--- src/rtl/perm_pkg.sv ---
// Shared encodings for the permission evaluator.
// Assumes the grant mask bit order matches the access-kind code so a
// requested access is one indexed bit of the mask.
package perm_pkg;

    typedef enum logic [1:0] {
        MODE_USER    = 2'd0,
        MODE_SUP     = 2'd1,
        MODE_SUP_BLK = 2'd2,
        MODE_SUP_ALT = 2'd3
    } priv_mode_t;

    typedef enum logic [1:0] {
        ACC_LOAD  = 2'd0,
        ACC_STORE = 2'd1,
        ACC_FETCH = 2'd2,
        ACC_ALT   = 2'd3
    } acc_kind_t;

    localparam int RD_BIT = 0;
    localparam int WR_BIT = 1;
    localparam int EX_BIT = 2;

    typedef logic [2:0] rights_t;

endpackage

--- src/rtl/level_merge.sv ---
// Merges per-level permission bits into effective page attributes.
// Assumes bit g of each vector belongs to walk level g; order is irrelevant.
module level_merge #(
    parameter int LEVELS = 4
) (
    input  logic [LEVELS-1:0] user_bits,
    input  logic [LEVELS-1:0] write_bits,
    input  logic [LEVELS-1:0] nx_bits,
    input  logic              nx_honour,
    output logic              eff_user,
    output logic              eff_write,
    output logic              eff_nx
);
    logic [LEVELS:0] user_chain;
    logic [LEVELS:0] write_chain;
    logic [LEVELS:0] exec_chain;

    assign user_chain[0]  = 1'b1;
    assign write_chain[0] = 1'b1;
    assign exec_chain[0]  = 1'b1;

    // One AND stage per level; no-execute is inverted into an allow chain.
    for (genvar g = 0; g < LEVELS; g++) begin : g_lvl
        assign user_chain[g+1]  = user_chain[g]  & user_bits[g];
        assign write_chain[g+1] = write_chain[g] & write_bits[g];
        assign exec_chain[g+1]  = exec_chain[g]  & ~nx_bits[g];
    end

    assign eff_user  = user_chain[LEVELS];
    assign eff_write = write_chain[LEVELS];
    assign eff_nx    = nx_honour & ~exec_chain[LEVELS];

endmodule

--- src/rtl/page_rights.sv ---
// Derives read/write/execute rights from merged page attributes and mode.
// Assumes priv is already decoded; no key or dirty handling here.
module page_rights
    import perm_pkg::*;
(
    input  logic       eff_user,
    input  logic       eff_write,
    input  logic       eff_nx,
    input  priv_mode_t priv,
    input  logic       wp_on,
    input  logic       exec_guard,
    output rights_t    rights
);
    logic is_user;
    logic blocked;

    assign is_user = (priv == MODE_USER);
    assign blocked = (priv == MODE_SUP_BLK) && eff_user;

    // Combine mode, write protection and execute guard into a mask.
    always_comb begin
        rights         = '0;
        rights[RD_BIT] = !blocked;
        rights[WR_BIT] = !blocked && (eff_write || (!is_user && !wp_on));
        rights[EX_BIT] = !eff_nx && (is_user || !(exec_guard && eff_user));
    end

endmodule

--- src/rtl/key_rights.sv ---
// Selects the key register by page ownership and derives key-limited rights.
// Assumes each key owns two adjacent register bits: access-off then write-off.
module key_rights
    import perm_pkg::*;
#(
    parameter int KEY_W = 4,
    localparam int NKEYS  = 1 << KEY_W,
    localparam int KREG_W = 2 * NKEYS
) (
    input  logic              eff_user,
    input  logic              is_user,
    input  logic              wp_on,
    input  logic [KEY_W-1:0]  key,
    input  logic              ukey_on,
    input  logic              skey_on,
    input  logic [KREG_W-1:0] ukey_word,
    input  logic [KREG_W-1:0] skey_word,
    output rights_t           kmask
);
    logic [KREG_W-1:0] sel_word;
    logic [KEY_W:0]    pair_idx;
    logic              acc_off;
    logic              wr_off;

    // Pick the register that governs this page, or none.
    always_comb begin
        if (eff_user) begin
            sel_word = ukey_on ? ukey_word : '0;
        end else begin
            sel_word = skey_on ? skey_word : '0;
        end
    end

    assign pair_idx = {key, 1'b0};
    assign acc_off  = sel_word[pair_idx];
    assign wr_off   = sel_word[pair_idx + 1'b1];

    // Apply the two disable bits of the selected key.
    always_comb begin
        kmask = 3'b111;
        if (acc_off) begin
            kmask[RD_BIT] = 1'b0;
            kmask[WR_BIT] = 1'b0;
        end else if (wr_off && (is_user || wp_on)) begin
            kmask[WR_BIT] = 1'b0;
        end
    end

endmodule

--- src/rtl/perm_eval.sv ---
// Top of the permission evaluator: merges walk bits, applies page and key
// rights, checks the requested access and registers the result.
// Assumes inputs are stable around each rising edge; one result per cycle.
module perm_eval
    import perm_pkg::*;
#(
    parameter int LEVELS = 4,
    parameter int KEY_W  = 4,
    localparam int NKEYS  = 1 << KEY_W,
    localparam int KREG_W = 2 * NKEYS
) (
    input  logic              clk,
    input  logic              rst_n,
    input  logic [LEVELS-1:0] lvl_user,
    input  logic [LEVELS-1:0] lvl_write,
    input  logic [LEVELS-1:0] lvl_nx,
    input  logic [KEY_W-1:0]  leaf_key,
    input  logic              leaf_dirty,
    input  logic [1:0]        priv_mode,
    input  logic [1:0]        acc_type,
    input  logic              wp_en,
    input  logic              nx_en,
    input  logic              exec_prev_en,
    input  logic              ukey_en,
    input  logic              skey_en,
    input  logic [KREG_W-1:0] ukey_reg,
    input  logic [KREG_W-1:0] skey_reg,
    output logic [2:0]        grant,
    output logic              fault,
    output logic              key_fault
);
    priv_mode_t priv;
    acc_kind_t  acc;
    logic       is_user;
    logic       eff_user;
    logic       eff_write;
    logic       eff_nx;
    rights_t    pg_rights;
    rights_t    k_rights;
    rights_t    final_rights;
    rights_t    req_mask;
    logic       user_flt;
    logic       key_deny;
    logic       page_deny;
    logic       fault_d;
    logic       key_fault_d;
    rights_t    grant_d;

    assign priv    = priv_mode_t'(priv_mode);
    assign acc     = (acc_type == ACC_ALT) ? ACC_FETCH : acc_kind_t'(acc_type);
    assign is_user = (priv == MODE_USER);

    level_merge #(.LEVELS(LEVELS)) u_merge (
        .user_bits  (lvl_user),
        .write_bits (lvl_write),
        .nx_bits    (lvl_nx),
        .nx_honour  (nx_en),
        .eff_user   (eff_user),
        .eff_write  (eff_write),
        .eff_nx     (eff_nx)
    );

    page_rights u_page (
        .eff_user   (eff_user),
        .eff_write  (eff_write),
        .eff_nx     (eff_nx),
        .priv       (priv),
        .wp_on      (wp_en),
        .exec_guard (exec_prev_en),
        .rights     (pg_rights)
    );

    key_rights #(.KEY_W(KEY_W)) u_key (
        .eff_user  (eff_user),
        .is_user   (is_user),
        .wp_on     (wp_en),
        .key       (leaf_key),
        .ukey_on   (ukey_en),
        .skey_on   (skey_en),
        .ukey_word (ukey_reg),
        .skey_word (skey_reg),
        .kmask     (k_rights)
    );

    // Decide the fault cause in priority order and form the returned mask.
    always_comb begin
        req_mask     = rights_t'(3'b001 << acc);
        final_rights = pg_rights & k_rights;
        user_flt     = is_user && !eff_user;
        key_deny     = ~|(k_rights & req_mask);
        page_deny    = ~|(final_rights & req_mask);
        fault_d      = user_flt || key_deny || page_deny;
        key_fault_d  = !user_flt && key_deny;
        grant_d      = final_rights;
        if (!leaf_dirty && acc != ACC_STORE) begin
            grant_d[WR_BIT] = 1'b0;
        end
        if (fault_d) begin
            grant_d = '0;
        end
    end

    // Output register with synchronous active-low clear.
    always_ff @(posedge clk) begin
        if (!rst_n) begin
            grant     <= '0;
            fault     <= 1'b0;
            key_fault <= 1'b0;
        end else begin
            grant     <= grant_d;
            fault     <= fault_d;
            key_fault <= key_fault_d;
        end
    end

endmodule

--- config.mk ---
export PLATFORM = sky130hd
export DESIGN_NAME = perm_eval
export DESIGN_NICKNAME = d
export VERILOG_FILES = /design/src/rtl/perm_pkg.sv /design/src/rtl/level_merge.sv /design/src/rtl/page_rights.sv /design/src/rtl/key_rights.sv /design/src/rtl/perm_eval.sv
export SDC_FILE = /design/constraint.sdc
export NUM_CORES = 1
export LEC_CHECK = 0
export CORE_MARGIN = 1.5
export CORE_UTILIZATION = 29
export CTS_CLUSTER_DIAMETER = 200
export DETAILED_ROUTE_END_ITERATION = 16
export PLACE_DENSITY_LB_ADDON = 0.15
export SLEW_MARGIN = 30
export SYNTH_ARGS = -nofsm -noshare
export SYNTH_HDL_FRONTEND = slang
export SYNTH_HIERARCHICAL = 1
export SYNTH_SLANG_ARGS = --single-unit
--- constraint.sdc ---
create_clock -name clk -period 3.8 [get_ports clk]
set_input_delay 1.14 -clock clk [delete_from_list [all_inputs] [get_ports clk]]
set_output_delay 1.14 -clock clk [all_outputs]
set_load 0.02 [all_outputs]
==> results.md <==
* Outcome: completed
* Crit path from: lvl_user[0]
* Final setup viols at 0
* Placed instance area at 1960 um^2
* Critical path class: in2reg
* Remaining design rule violation count at 0
* Drt first pass iters at 4
* Post-synth ARST share at 0%
* Routed WL per cell at 13.4 um
* CTS Sinks at 5
* CTS Hold Bufs at 0
* Most common cell after layout, fill and taps aside: clkdlybuf4s50_1
* Post-Synth Adder-Cell Area at 0%
* Core Region at 3080 um^2
* Vias at 1152
* Pwr Total at 0.000297 W
* CP Max Fanout at 17
* Synth Area in Compound Gates at 16.7%
* IO Port Bufs at 96
* Starting Density at 30.7%
* Area growth, synth to finish at 110%
* Maxcap violations at 0
* Largest family of logic cells by synthesized area: multiplexers
* Ys flop type: dfxtp_1
* Xor/xnor cell area share of the yosys netlist at 0%
* Leakage power at 0.732 nW
* Post-Synthesis Cell Area at 945 um^2
* HPWL Detailed at 2780 um
* Slew Limit Fails at 0
* Number of global-route vias before repair at 1217
* Clk root buf: clkbuf_4
* Most frequent cells in the layout: clkdlybuf4s50_1 (96), mux4_1 (11), nand2_1 (7)
* Net count after synthesis at 177
* Antenna violations before repair at 0
* Worst Setup End Kind: flop
* CTS max path bufs at 2
* Die X at 60.1 um
* Hold Path End: fault$_SDFF_PN0_
* Max_slew headroom at 58.7%
* Worst EP required at 3.95 ns
* CP arrival at 3.77 ns
* EDFF count, synth at 0
* Worst Max-Slew Pin Slew at 0.617 ns
* Register area share after synthesis at 10.6%
* Yosys cell types at 38
* # fillers at 290
* Unrepaired setup endpoints after global routing: false
* Mux contribution to synthesized area at 45.8%
* Vias/cell at 5.05
* I/O pin count at 97
* Iter 0 DRT Violations at 11
* Power per Cell Area at 150 nW/um^2
* Min-Delay Path Class: in2reg
* Grt ovf at 0
* CP startpoint kind: input port
* Worst-path clk slew at 0.04 ns
* Syn. warnings at 6
* Die Y-Extent at 60.1 um
* Gates resized, CTS repair at 0
* First-pass GRT wire length at 4820 um
* GRT Total Usage at 17.2%
* Die area at 3610 um^2
* Reg area at 100 um^2
* Post-CTS Setup Bufs at 0
* Max IR drop VDD at 0.0755 mV
* Final antenna-violating net count at 0
* Hold Crit Start: rst_n
* Final hold slack at 1.48 ns
* Synth Area in Simple Gates at 19.3%
* Layout cells sized above 1 at 10.3%
* Fin crit period at 3.62 ns
* Post-Synthesis Cells at 85
* Setup TNS at 0 ns
* Placer Congestion at 0.737
* Final wirelength at 3060 um
* Num CTS Buffers at 3
* Period utilization at 95.2%
* CTS tree: done
* Largest net degree at the start of global routing at 18
* Post-layout instance area at 1980 um^2
* Rows at 20
* Multi-input logic area at 777 um^2
* Layout Nets at 277
* Synth Register Bits at 5
* Antenna fix cells at 0
* CTS H-tree lvls at 1
* Hold depth at 2
* Final Hold Viols at 0
* Average size of a mapped cell at 11.1 um^2
* F_max at 0.276 GHz
report_power, final:
part,internal (W),leakage (nW),switching (W)
Sequential,0.0000557,0.0410,0.000000706
Combinational,0.000129,0.676,0.0000509
Clock,0.0000397,0.0150,0.0000214
layer usage:
| metal | track usage [%] | share of wire (%) |
|---|---|---|
| met5 | 0 | 0 |
| met4 | 3.81 | 1.2 |
| met3 | 2.60 | 6.1 |
| met2 | 36.6 | 60 |
| met1 | 16.7 | 33 |
synth_stat cells (all sizes together) (2+ instances only):
master	n	area, um^2
nand2b	2	12.5
nor3	3	15.0
dfxtp	5	100
a21oi	2	10.0
mux4	16	402
nor2	4	15.0
nand2	7	26.3
nand3	3	15.0
mux2i	2	20.0
nor2b	4	25.0
inv	4	15.0
a31oi	3	18.8
a22oi	4	30.0
and4	2	17.5
buf	5	48.8
worst max path at each step:
| stage | endpoint | slack (ns) | cells after the start |
|---|---|---|---|
| after detailed placement | grant[1]$_SDFF_PP0_ | -0.08 | 10 |
| after floorplan | grant[1]$_SDFF_PP0_ | 0.49 | 10 |
| after CTS | grant[1]$_SDFF_PP0_ | 0.16 | 10 |
| final | grant[1]$_SDFF_PP0_ | 0.18 | 10 |
| after global placement | grant[1]$_SDFF_PP0_ | 0.03 | 10 |
| after global routing | grant[1]$_SDFF_PP0_ | 0.03 | 10 |
critical path: stages:
cell and delay [ns]:
clkdlybuf4s50_1 0.46, and4_1 0.24, buf_12 0.17, mux4_1 0.56, a22oi_1 0.21, a31oi_1 0.12
a211oi_2 0.27, nand4b_1 0.17, o311a_4 0.17, nor4_2 0.26
sequential cells by signal, indices dropped and copies added, names as in the netlist:
register	count
grant	3
fault	1
key_fault	1
through the flow:
stage	utilization, %	std cells	worst slack (ns)
finish	64.5	228	0.183
global route	64.5	228	0.0295
CTS	64.5	228	0.157
detailed placement	63.6	224	-0.0836
global placement	63.6	224	0.0308
floorplan	-	85	0.495
cells by family after synthesis:
logic type | after synthesis
and+or+nand+nor | 32
muxes | 19
AOI/OAI and AO/OA | 18
buffers and inverters | 10
DFF | 5
other | 1
area by class of cell:
class | count | area share, %
Clock buffer | 4 | 1.32
Inverter | 4 | 0.757
Multi-Input combinational cell | 70 | 39.2
Timing Repair Buffer | 101 | 50.9
Tap cell | 44 | 2.77
Sequential cell | 5 | 5.04
Note: power is estimated with default switching activity, not from simulation.
